$ cat src/rtl/dmacr_pkg.sv
package dmacr_pkg;
  localparam int REG_W = 32;
  localparam logic [7:0] OFF_ENABLE   = 8'h00;
  localparam logic [7:0] OFF_DOORBELL = 8'h04;
  localparam logic [7:0] OFF_LPTR_LO  = 8'h10;
  localparam logic [7:0] OFF_LPTR_HI  = 8'h14;
  localparam logic [7:0] OFF_CYCLE    = 8'h18;
  localparam logic [7:0] OFF_CONTROL  = 8'h34;
  localparam logic [7:0] OFF_STATUS   = 8'h80;
  localparam logic [7:0] OFF_INT_STAT = 8'h84;
  localparam logic [7:0] OFF_INT_SET  = 8'h88;
  localparam logic [7:0] OFF_INT_CLR  = 8'h8C;
  // writable bits of interrupt setup: masks 0,2 and enables 3..6
  localparam logic [6:0] SETUP_WMASK  = 7'b111_1101;

  typedef struct packed {
    logic       loc_abort_en;
    logic       rem_abort_en;
    logic       loc_stop_en;
    logic       rem_stop_en;
    logic       abort_mask;
    logic       rsvd;
    logic       stop_mask;
  } int_setup_t;
endpackage

$ cat src/rtl/dmacr_decode.sv
module dmacr_decode
  import dmacr_pkg::*;
#(
  parameter int NUM_PAIRS = 2,
  parameter int ADDR_W    = 12,
  localparam int NCH      = 2 * NUM_PAIRS,
  localparam int IDX_W    = ADDR_W - 8
) (
  input  logic [ADDR_W-1:0] addr,
  output logic [NCH-1:0]    sel,
  output logic [7:0]        off
);
  logic [IDX_W-1:0] idx;
  assign idx = addr[ADDR_W-1:8];
  assign off = addr[7:0];

  for (genvar c = 0; c < NCH; c++) begin : g_sel
    localparam logic [IDX_W-1:0] MY_IDX = IDX_W'(c);
    assign sel[c] = (idx == MY_IDX);
  end
endmodule

$ cat src/rtl/dmacr_chan.sv
module dmacr_chan
  import dmacr_pkg::*;
#(
  parameter int DW = REG_W
) (
  input  logic          clk,
  input  logic          rst_n,
  input  logic          sel,
  input  logic          wr,
  input  logic [7:0]    off,
  input  logic [DW-1:0] wdata,
  output logic [DW-1:0] rdata,
  input  logic [1:0]    run_state,
  input  logic          stop_evt,
  input  logic          abort_evt,
  output logic          enable,
  output logic          start,
  output logic          linked,
  output logic [1:0]    cycle,
  output logic [63:0]   list_ptr,
  output logic          irq
);
  int_setup_t setup_q;
  logic       stop_st, abort_st;
  logic       wr_hit, clr_hit;

  assign wr_hit  = wr && sel;
  assign clr_hit = wr_hit && (off == OFF_INT_CLR);

  always_ff @(posedge clk) begin
    if (!rst_n) begin
      enable   <= 1'b0;
      start    <= 1'b0;
      linked   <= 1'b0;
      cycle    <= 2'b00;
      list_ptr <= '0;
      setup_q  <= '0;
      stop_st  <= 1'b0;
      abort_st <= 1'b0;
    end else begin
      start <= wr_hit && (off == OFF_DOORBELL) && wdata[0];
      if (wr_hit) begin
        case (off)
          OFF_ENABLE:  enable          <= wdata[0];
          OFF_LPTR_LO: list_ptr[31:0]  <= wdata[31:0];
          OFF_LPTR_HI: list_ptr[63:32] <= wdata[31:0];
          OFF_CYCLE:   cycle           <= wdata[1:0];
          OFF_CONTROL: linked          <= wdata[0];
          OFF_INT_SET: setup_q         <= int_setup_t'(wdata[6:0] & SETUP_WMASK);
          default: ;
        endcase
      end
      // event wins over a simultaneous clear
      stop_st  <= stop_evt  | (stop_st  & ~(clr_hit & wdata[0]));
      abort_st <= abort_evt | (abort_st & ~(clr_hit & wdata[2]));
    end
  end

  assign irq = (stop_st  & ~setup_q.stop_mask  & setup_q.loc_stop_en) |
               (abort_st & ~setup_q.abort_mask & setup_q.loc_abort_en);

  always_comb begin
    rdata = '0;
    if (sel) begin
      case (off)
        OFF_ENABLE:   rdata[0]    = enable;
        OFF_LPTR_LO:  rdata       = list_ptr[31:0];
        OFF_LPTR_HI:  rdata       = list_ptr[63:32];
        OFF_CYCLE:    rdata[1:0]  = cycle;
        OFF_CONTROL:  rdata[0]    = linked;
        OFF_STATUS:   rdata[1:0]  = run_state;
        OFF_INT_STAT: rdata[2:0]  = {abort_st, 1'b0, stop_st};
        OFF_INT_SET:  rdata[6:0]  = setup_q;
        default:      rdata       = '0;
      endcase
    end
  end
endmodule

$ cat src/rtl/dma_chan_regfile.sv
module dma_chan_regfile
  import dmacr_pkg::*;
#(
  parameter int NUM_PAIRS = 2,
  parameter int ADDR_W    = 12,
  localparam int NCH      = 2 * NUM_PAIRS
) (
  input  logic              clk,
  input  logic              rst_n,
  input  logic              reg_wr,
  input  logic [ADDR_W-1:0] reg_addr,
  input  logic [REG_W-1:0]  reg_wdata,
  output logic [REG_W-1:0]  reg_rdata,
  input  logic [2*NCH-1:0]  run_state,
  input  logic [NCH-1:0]    stop_evt,
  input  logic [NCH-1:0]    abort_evt,
  output logic [NCH-1:0]    ch_enable,
  output logic [NCH-1:0]    ch_start,
  output logic [NCH-1:0]    ch_linked,
  output logic [2*NCH-1:0]  ch_cycle,
  output logic [64*NCH-1:0] ch_list_ptr,
  output logic [NCH-1:0]    ch_irq
);
  logic [NCH-1:0]   sel;
  logic [7:0]       off;
  logic [REG_W-1:0] rd_ch [NCH];

  dmacr_decode #(.NUM_PAIRS(NUM_PAIRS), .ADDR_W(ADDR_W)) u_dec (
    .addr(reg_addr), .sel(sel), .off(off)
  );

  for (genvar c = 0; c < NCH; c++) begin : g_ch
    dmacr_chan #(.DW(REG_W)) u_ch (
      .clk       (clk),
      .rst_n     (rst_n),
      .sel       (sel[c]),
      .wr        (reg_wr),
      .off       (off),
      .wdata     (reg_wdata),
      .rdata     (rd_ch[c]),
      .run_state (run_state[2*c +: 2]),
      .stop_evt  (stop_evt[c]),
      .abort_evt (abort_evt[c]),
      .enable    (ch_enable[c]),
      .start     (ch_start[c]),
      .linked    (ch_linked[c]),
      .cycle     (ch_cycle[2*c +: 2]),
      .list_ptr  (ch_list_ptr[64*c +: 64]),
      .irq       (ch_irq[c])
    );
  end

  always_comb begin
    reg_rdata = '0;
    for (int c = 0; c < NCH; c++) reg_rdata = reg_rdata | rd_ch[c];
  end
endmodule

$ cat config.mk
export PLATFORM = sky130hd
export DESIGN_NAME = dma_chan_regfile
export DESIGN_NICKNAME = d
export VERILOG_FILES = /design/src/rtl/dmacr_pkg.sv /design/src/rtl/dmacr_decode.sv /design/src/rtl/dmacr_chan.sv /design/src/rtl/dma_chan_regfile.sv
export SDC_FILE = /design/constraint.sdc
export NUM_CORES = 1
export LEC_CHECK = 0
export ABC_AREA = 1
export BUFFER_PORTS_ARGS = -buffer_cell sky130_fd_sc_hd__buf_2
export CAP_MARGIN = 20
export CORE_MARGIN = 2
export CORE_UTILIZATION = 40
export DETAILED_ROUTE_END_ITERATION = 10
export HOLD_SLACK_MARGIN = 0.1
export MAX_ROUTING_LAYER = met4
export SYNTH_ARGS = -nofsm -noshare
export SYNTH_HDL_FRONTEND = slang
export SYNTH_SLANG_ARGS = --single-unit
$ cat constraint.sdc
create_clock -name clk -period 1.9 [get_ports clk]
set_input_delay 0.095 -clock clk [delete_from_list [all_inputs] [get_ports clk]]
set_output_delay 0.095 -clock clk [all_outputs]
set_load 0.02 [all_outputs]
==> results of run 1 <==
==> cell families after synthesis <==
family,synth area share
AO/OA/AOI/OAI,0.1523
buffers and inverters,0.06997
flip-flops,0.4496
AND/OR/NAND/NOR,0.3282
==> path summary, 6_finish.rpt <==
| check | slack [ps] | from | end |
|---|---|---|---|
| worst max-delay path | 90 | reg_addr[1] | reg_rdata[27] |
| worst min-delay path | 180 | reg_wdata[2] | g_ch[1].u_ch.setup_q[2] |
| worst max register to register | 630 | g_ch[0].u_ch.abort_st | g_ch[0].u_ch.abort_st |
| worst min register to register | 490 | g_ch[1].u_ch.setup_q[3] | g_ch[1].u_ch.setup_q[3] |
==> where the power goes <==
part / total [mW] / internal, mW / switching (mW)
Sequential: 6.48 / 6.47 / 0.0147
Combinational: 0.617 / 0.224 / 0.393
Clock: 7.37 / 4.56 / 2.80
Total: 14.5 / 11.3 / 3.21
==> state kept, by name, summed over array words and instances, names as in the netlist <==
name and count:
g_ch.u_ch.list_ptr 256, g_ch.u_ch.setup_q 24, g_ch.u_ch.cycle 8, g_ch.u_ch.abort_st 4
g_ch.u_ch.enable 4, g_ch.u_ch.linked 4, g_ch.u_ch.start 4, g_ch.u_ch.stop_st 4
==> synthesized netlist by cell type, drive strengths merged <==
master	n	share of area
nand2	494	0.14
inv	52	0.014
a311oi	8	0.0051
clkbuf	76	0.021
o211ai	2	0.0011
buf	76	0.035
nand4	31	0.014
a22o	27	0.017
o21ai	306	0.11
a21oi	47	0.017
nand3b	4	0.0022
or4	1	0.00055
clkinv	1	0.00027
and2	2	0.00091
dfxtp	308	0.45
nand3	51	0.019
nor2	550	0.15
==> per-stage QoR <==
step                area, um^2  worst slack, ps
floorplan                13710            557.7
global placement         16190            146.6
detailed placement       16190            134.9
CTS                      17940            136.4
global route             17950            7.264
finish                   17950            91.65
==> metal layers <==
layer  up-vias  part of all wire  GRT usage
li1       7290                 -          -
met1      6929              0.44     0.4137
met2       695              0.44     0.4655
met3       104             0.086    0.05653
met4         0             0.033     0.1052
met5         -                 0          -
==> cell type report <==
class                      instances  area [um^2]  share of cell area
sequential                       308         6166              0.3435
clock buffer                      50         1055             0.05877
inverter                          53        198.9             0.01108
antenna                            3        7.507           0.0004183
timing repair buffer             489         3164              0.1763
tap                              448        560.5             0.03123
multi-input combinational       1523         6591              0.3672
clock inverter                    13        205.2             0.01143
==> cell usage in the layout (no fill, tap or decap), types with 2 or more instances in the layout <==
cell type      instances
nand3_2                2
clkbuf_16             37
nand2_1              485
a311oi_1               8
nor2_4                 6
o21ai_1                6
clkinvlp_4             3
a22o_1                27
inv_1                 39
bufinv_16              5
buf_4                 42
nand3b_1               4
o21ai_0              300
clkbuf_1               5
buf_2                373
o211ai_1               2
diode_2                3
nor2_1               541
nand3_1               49
inv_6                  2
dfxtp_1              308
nand2_2                9
dlygate4sd3_1         49
nand4_1               31
nor2_2                 3
a21oi_1               47
inv_2                 13
and2_1                 2
clkbuf_8               8
buf_12                24
clkinv_2               3
==> worst reg2reg max path, delay by kind of cell, from the launching register on <==
kind / cells / cell delay (ps)
buffers and inverters: 1 / 570
flip-flops: 1 / 390
AO/OA/AOI/OAI: 2 / 250
==> impl_metrics.csv, run 1 <==
group,metric,value,unit
place,portBuffers,374,
floorplan,die_w,189.2,um
worst_setup_path,critPathBufInv,4,
worst_setup_path,cp-start-kind,"input pin",
timing,clock_skew,0,ps
route,vias_per_cell,5.202,
worst_setup_path,critPathArrivalTime,1710,ps
timing,hold_violations,0,
floorplan,die_y,189.2,um
global_routing,track_usage,0.3080,
global_routing,grt-ovfl-total,0,
worst_setup_path,crit_top_cell,"nand2_1",
layout,nets,2474,
clock_tree,post-cts-setup-buffers,0,
worst_setup_path,crit_path_end_kind,"primary output",
yosys,yosysSeqAreaShare,0.4496,
timing,worst_hold_slack,175.2,ps
worst_setup_path,path_delay_family,"simple AND/OR/NAND/NOR gates",
job,maxCapViolCount,0,
worst_setup_path,crit_fanout,41,
floorplan,start_util,0.4080,
yosys,synth-seq-cells,308,
worst_setup_path,crit_type,"in2out",
worst_setup_path,cp.depth,11,
run_status,outcome,"finished clean",
yosys,netlist_area,0.01371,mm^2
hold_path,min_path_type,"in2reg",
clock_tree,cts-hold-fix-buffers,49,
route,avgRoutedWirePerCell,19.16,um
power,peakVddDrop,0.6344,mV
layout,area_growth,30.87,%
power,p_per_area,806.3,mW/mm^2
route,totalWireLength,55.32,mm
yosys,syn_avg_cell_area,6.736,um^2
route,vias,15020,
timing,maxSlewViolCount,0,
worst_setup_path,path_cells,"buf_2, nor2_2, nand2_2, nor2_4, buf_12, buf_12, nand2_1, nand2_1, nand2_1, nand4_1, buf_2",
clock_tree,clock-sinks,308,
yosys,synth.distinct_cells,26,
floorplan,dieArea,0.03578,mm^2
worst_setup_path,critPathSlowestCell,"buf_12",
yosys,ys_warn_count,0,
timing,setup_tns,0,ps
global_routing,grt_pass1_vias,13730,
clock_tree,cts.clk_slew.worst_paths,60,ps
clock_tree,cts_root_buffer,"clkbuf_16",
timing,slew_headroom,0.5744,
place,dp.cells,2772,
clock_tree,cts-resized-gates,0,
worst_setup_path,cp_data_required_time,1800,ps
layout,fillCellCount,3367,
layout,utilization,0.5339,
global_routing,grt_pass1_wl,82.98,mm
timing,tightest_slew,638.4,ps
floorplan,ios,375,
route,drt_iter0_markers,1453,
clock_tree,clockBufferDepth,3,
place,post-dp-hpwl,37.59,mm
worst_setup_path,slowest_delay,250,ps
clock_tree,insertion_delay,510,ps
power,leakagePower,8.375,nW
timing,finalCriticalPeriod,1808,ps
global_routing,antenna_found_initial,2,
timing,setup_viol,0,
power,finalPower,14.47,mW
yosys,syn_nets,2099,
layout,final_cell_count_no_fill,2887,
clock_tree,htreeDepth,2,
yosys,synthCells,2036,
global_routing,grt_max_degree,177,
route,final_antenna_net_count,0,
route,dr.pass1.iters,5,
timing,finalCritPeriodShare,0.9518,
worst_setup_path,worst-r2r-cell-count,3,
floorplan,core_area,0.03362,mm^2
place,gp_congestion,0.9296,
timing,rsz0062_at_grt,"no",
clock_tree,numCtsBuffers,36,
timing,timing.fmax,553.0,MHz
route,drc,0,
clock_tree,cts_tree,"done",
hold_path,holdPathStages,3,
layout,layout-drive-gt1-share,0.2180,
floorplan,rows,67,
(Power assumes the default switching activity.)
==> run 2: changes to the inputs <==
Settings changed: PLACE_DENSITY from default to 0.69.
==> run 2 against run 1 <==
  * Clock power down 3.1%
  * Critical endpoint unchanged
  * Utilization decreased by 0.48 points
  * Final area fell by 0.89%
  * Cell count fell by 0.42%
  * Sequential cell count unchanged
==> impl_metrics.csv, run 2 (synthesized netlist as in run 1, its figures left out) <==
group,metric,value,unit
run_status,outcome,"finished clean",
route,vias,15060,
worst_setup_path,crit_type,"in2out",
worst_setup_path,critPathBufInv,4,
worst_setup_path,critPathArrivalTime,1670,ps
layout,multiInputGateArea,0.006589,mm^2
power,peakVddDrop,0.7138,mV
layout,largest_register_ffs,256,
worst_setup_path,crit_top_cell,"nand2_1",
floorplan,start_util,0.4080,
layout,utilization,0.5292,
route,final_antenna_net_count,0,
global_routing,grt_max_degree,136,
timing,clock_skew,0,ps
clock_tree,insertion_delay,500,ps
floorplan,die_w,189.2,um
clock_tree,cts_tree,"done",
power,p_per_area,799.2,mW/mm^2
timing,hold_violations,0,
floorplan,rows,67,
timing,slew_headroom,0.6011,
timing,fin_ws,133.8,ps
worst_setup_path,cp-start-kind,"input pin",
clock_tree,htreeDepth,2,
clock_tree,numCtsBuffers,34,
floorplan,core_area,0.03362,mm^2
layout,layout_commonest_cell,"nor2_1",
clock_tree,clock-sinks,308,
layout,seq_area,0.006166,mm^2
hold_path,min_path_type,"in2reg",
timing,timing.fmax,566.2,MHz
layout,regMostFlops,"g_ch.u_ch.list_ptr",
worst_setup_path,path_delay_family,"simple AND/OR/NAND/NOR gates",
worst_setup_path,crit_fanout,44,
worst_setup_path,critPathSlowestCell,"buf_12",
layout,area_growth,29.71,%
route,drt_iter0_markers,1424,
place,post-dp-hpwl,37.38,mm
global_routing,grt_pass1_vias,13840,
worst_setup_path,crit_path_end_kind,"primary output",
timing,rsz0062_at_grt,"no",
layout,fillCellCount,3287,
route,dr.pass1.iters,6,
layout,diodes,0,
clock_tree,post-cts-setup-buffers,0,
place,portBuffers,374,
global_routing,track_usage,0.2986,
worst_setup_path,path_cells,"buf_2, nor2_2, nand2_2, nor2_4, buf_12, buf_12, nand2_1, nand2_1, nand2_1, nand4_1, buf_2",
power,leakagePower,8.319,nW
place,gp_congestion,0.9372,
timing,finalCritPeriodShare,0.9296,
route,vias_per_cell,5.239,
global_routing,grt-ovfl-total,0,
clock_tree,clockBufferDepth,3,
route,totalWireLength,53.90,mm
timing,setup_tns,0,ps
layout,mostFrequentLayoutCells,"nor2_1, nand2_1, buf_2",
floorplan,ios,375,
power,finalPower,14.22,mW
timing,maxSlewViolCount,0,
worst_setup_path,slowest_delay,240,ps
timing,tightest_slew,597.7,ps
clock_tree,cts.clk_slew.worst_paths,60,ps
clock_tree,cts_root_buffer,"clkbuf_16",
layout,nets,2467,
job,maxCapViolCount,0,
global_routing,grt_pass1_wl,81.20,mm
place,post-place-ws,183.0,ps
timing,setup_viol,0,
floorplan,dieArea,0.03578,mm^2
timing,finalCriticalPeriod,1766,ps
route,avgRoutedWirePerCell,18.75,um
floorplan,die_y,189.2,um
worst_setup_path,cp_data_required_time,1800,ps
route,drc,0,
global_routing,antenna_found_initial,0,
layout,reg_top3,"g_ch.u_ch.list_ptr x256, g_ch.u_ch.setup_q x24, g_ch.u_ch.cycle x8",
layout,layout-drive-gt1-share,0.2184,
run 2: cell count changes in the layout (fill, tap and decap cells not counted), moves of 2 or more:
cell           previous run  this run
buf_12                   24        20
clkinv_2                  3         5
dlygate4sd3_1            49        41
inv_6                     2         0
clkbuf_8                  8         6
buf_4                    42        48
diode_2                   3         0
run 2: final cells by class:
cell class              instances  area share
clock buffers                  47     0.05754
multi-input cells            1523      0.3704
inverters                      53     0.01118
repair buffers                484      0.1720
well taps                     448     0.03151
clock inverters                12     0.01069
flip-flops and latches        308      0.3466
run 2: worst min-delay path: cells and delay by family:
kind	cells	cell delay (ps)
buffers and inverters	1	100
and+or+nand+nor	4	380
run 2: power by group:
group          switching [mW]  total [mW]  leakage, nW  internal [mW]
sequential             0.0109        6.48         2.48           6.47
clock                    2.70        7.14        0.594           4.44
combinational           0.390       0.599         5.24          0.209
run 2: timing repair:
item,CTS,global route
gates resized for setup,0,1
endpoints found under the setup margin,0,1
hold endpoints to repair,277,0
hold buffers,41,0
run 2: per-layer routing:
metal / vias up / GRT usage / part of all wire
li1: 7271 / - / -
met1: 6896 / 0.3943 / 0.43
met2: 776 / 0.4610 / 0.45
met3: 118 / 0.04411 / 0.091
met4: 0 / 0.1169 / 0.036
met5: - / - / 0
run 2: worst paths after layout:
kind / cells after the start / startpoint / slack, ps / end
worst max-delay path: 11 / reg_addr[1] / 130 / reg_rdata[27]
worst min-delay path: 5 / reg_addr[0] / 120 / g_ch[0].u_ch.start
worst max register to register: 2 / g_ch[1].u_ch.list_ptr[32] / 1130 / g_ch[1].u_ch.list_ptr[32]
worst min register to register: 2 / g_ch[3].u_ch.setup_q[3] / 490 / g_ch[3].u_ch.setup_q[3]
run 2: stage by stage:
step	hold WS [ps]	instance area, um^2	std cells
after global routing	134.4	17790	2875
after floorplan	229.0	13710	2036
final	115.1	17790	2875
after CTS	102.4	17780	2875
after global placement	343.9	16160	2775
after detailed placement	347.8	16160	2775
==> run 3: changes to the inputs <==
Settings changed: RECOVER_POWER from default to 50.
==> run 3 against run 2 <==
  * Count of clock-buffer cells in the layout is the same
  * Die area did not move
  * Total power about the same
  * Routed wire length increased by 0.22%
  * Cell count stayed put
  * Via count is 0.39% higher
  * Critical path depth did not move
==> impl_metrics.csv, run 3 (synthesized netlist as in run 1, its figures left out) <==
group,metric,value,unit
global_routing,grt_pass1_wl,81.20,mm
layout,nets,2467,
timing,finalCritPeriodShare,0.9279,
layout,regMostFlops,"g_ch.u_ch.list_ptr",
hold_path,holdPathStages,5,
route,drc,0,
global_routing,track_usage,0.2986,
route,avgRoutedWirePerCell,18.79,um
layout,area_growth,26.92,%
global_routing,grt_pass1_vias,13840,
place,post-dp-hpwl,37.38,mm
worst_setup_path,cp_data_required_time,1800,ps
worst_setup_path,crit_fanout,44,
worst_setup_path,worst-r2r-cell-count,2,
floorplan,start_util,0.4080,
hold_path,min_path_type,"in2reg",
global_routing,grt_max_degree,136,
floorplan,core_area,0.03362,mm^2
layout,mostFrequentLayoutCells,"nor2_1, nand2_1, dfxtp_1",
worst_setup_path,crit_type,"in2out",
clock_tree,post-cts-setup-buffers,0,
clock_tree,clockBufferDepth,3,
layout,largest_register_ffs,256,
power,peakVddDrop,0.7191,mV
timing,hold_violations,0,
timing,clock_skew,0,ps
layout,diodes,0,
timing,setup_tns,0,ps
clock_tree,cts.clk_slew.worst_paths,60,ps
worst_setup_path,critPathArrivalTime,1670,ps
timing,tightest_slew,879.1,ps
clock_tree,cts_root_buffer,"clkbuf_16",
clock_tree,numCtsBuffers,34,
clock_tree,htreeDepth,2,
floorplan,die_y,189.2,um
layout,layout_commonest_cell,"nor2_1",
place,gp_congestion,0.9372,
timing,maxSlewViolCount,0,
floorplan,die_w,189.2,um
hold_path,holdCritStartpoint,"reg_addr[0]",
job,maxCapViolCount,0,
floorplan,ios,375,
layout,layout-drive-gt1-share,0.1071,
worst_setup_path,ff2ff_setup_slack,1130,ps
global_routing,antenna_found_initial,0,
route,final_antenna_net_count,0,
timing,finalCriticalPeriod,1763,ps
run_status,outcome,"finished clean",
floorplan,dieArea,0.03578,mm^2
worst_setup_path,crit_path_end_kind,"primary output",
clock_tree,insertion_delay,500,ps
route,vias,15120,
clock_tree,cts_tree,"done",
route,vias_per_cell,5.259,
route,dr.pass1.iters,6,
place,portBuffers,374,
route,drt_iter0_markers,1351,
timing,slew_headroom,0.4139,
timing,rsz0062_at_grt,"no",
route,totalWireLength,54.01,mm
timing,timing.fmax,567.2,MHz
power,finalPower,14.22,mW
timing,setup_viol,0,
layout,reg_top3,"g_ch.u_ch.list_ptr x256, g_ch.u_ch.setup_q x24, g_ch.u_ch.cycle x8",
worst_setup_path,cp-start-kind,"input pin",
floorplan,rows,67,
worst_setup_path,timing.rr.start,"g_ch[1].u_ch.list_ptr[32]",
power,p_per_area,816.8,mW/mm^2
hold_path,hold-path-endpoint,"g_ch[0].u_ch.start",
layout,fillCellCount,3446,
worst_setup_path,reg2reg_to,"g_ch[1].u_ch.list_ptr[32]",
global_routing,grt-ovfl-total,0,
clock_tree,clock-sinks,308,
power,leakagePower,7.168,nW
run 3: changes by cell type in the layout (fill, tap and decap cells not counted):
cell / previous run / this run
buf_12: 20 / 18
buf_2: 373 / 116
buf_4: 48 / 42
clkbuf_1: 4 / 265
clkbuf_2: 0 / 4
inv_1: 39 / 44
inv_2: 13 / 8
nand2_1: 486 / 490
nand2_2: 8 / 4
run 3: critical path, stage by stage:
cell      delay (ps)
clkbuf_1          90
nor2_2           170
nand2_2          120
nor2_4           150
buf_12           220
buf_12           240
nand2_1           80
nand2_1           70
nand2_1           50
nand4_1          130
buf_2            180
run 3: cell type report:
cell class | count | area (um^2) | share of cell area
clock buffer | 47 | 1023 | 0.05880
sequential | 308 | 6166 | 0.3542
inverter | 53 | 198.9 | 0.01143
clock inverter | 12 | 190.2 | 0.01093
multi-input combinational | 1523 | 6579 | 0.3779
tap | 448 | 560.5 | 0.03220
timing repair buffer | 484 | 2689 | 0.1545
run 3: layer usage:
metal	GRT usage	vias to the layer above	routed length [um]
met5	-	-	0
met4	0.1169	0	1946
met3	0.04411	124	4811
met2	0.4610	815	24160
met1	0.3943	6915	23090
li1	-	7266	-
run 3: through the flow:
step	worst slack (ps)	hold slack (ps)	instances	utilization	cell area, um^2
detailed placement	183.0	347.8	2775	0.4807	16160
global route	20.15	131.6	2875	0.5178	17410
CTS	128.6	102.4	2875	0.5291	17780
global placement	160.2	343.9	2775	0.4807	16160
finish	136.9	107.7	2875	0.5178	17410
floorplan	557.7	229.0	2036	-	13710
run 3: worst max-delay path by stage:
stage                                         start             to  slack (ps)
after floorplan                         reg_addr[6]   reg_rdata[4]         560
after global placement                  reg_addr[1]   reg_rdata[1]         160
after detailed placement                reg_addr[1]  reg_rdata[27]         180
after CTS                 g_ch[3].u_ch.list_ptr[33]   reg_rdata[1]         130
after global routing                    reg_addr[1]  reg_rdata[27]          20
final                                   reg_addr[1]  reg_rdata[27]         140
run 3: power by group:
| part | internal, mW | switching, mW |
|---|---|---|
| Combinational | 0.206 | 0.388 |
| Clock | 4.44 | 2.70 |
| Sequential | 6.47 | 0.0109 |
| Total | 11.1 | 3.10 |
run 3: what timing repair did:
item	4_1_cts	5_1_grt
endpoints found under the setup margin	0	1
hold endpoints to repair	277	0
hold buffers	41	0
resized for setup	0	1
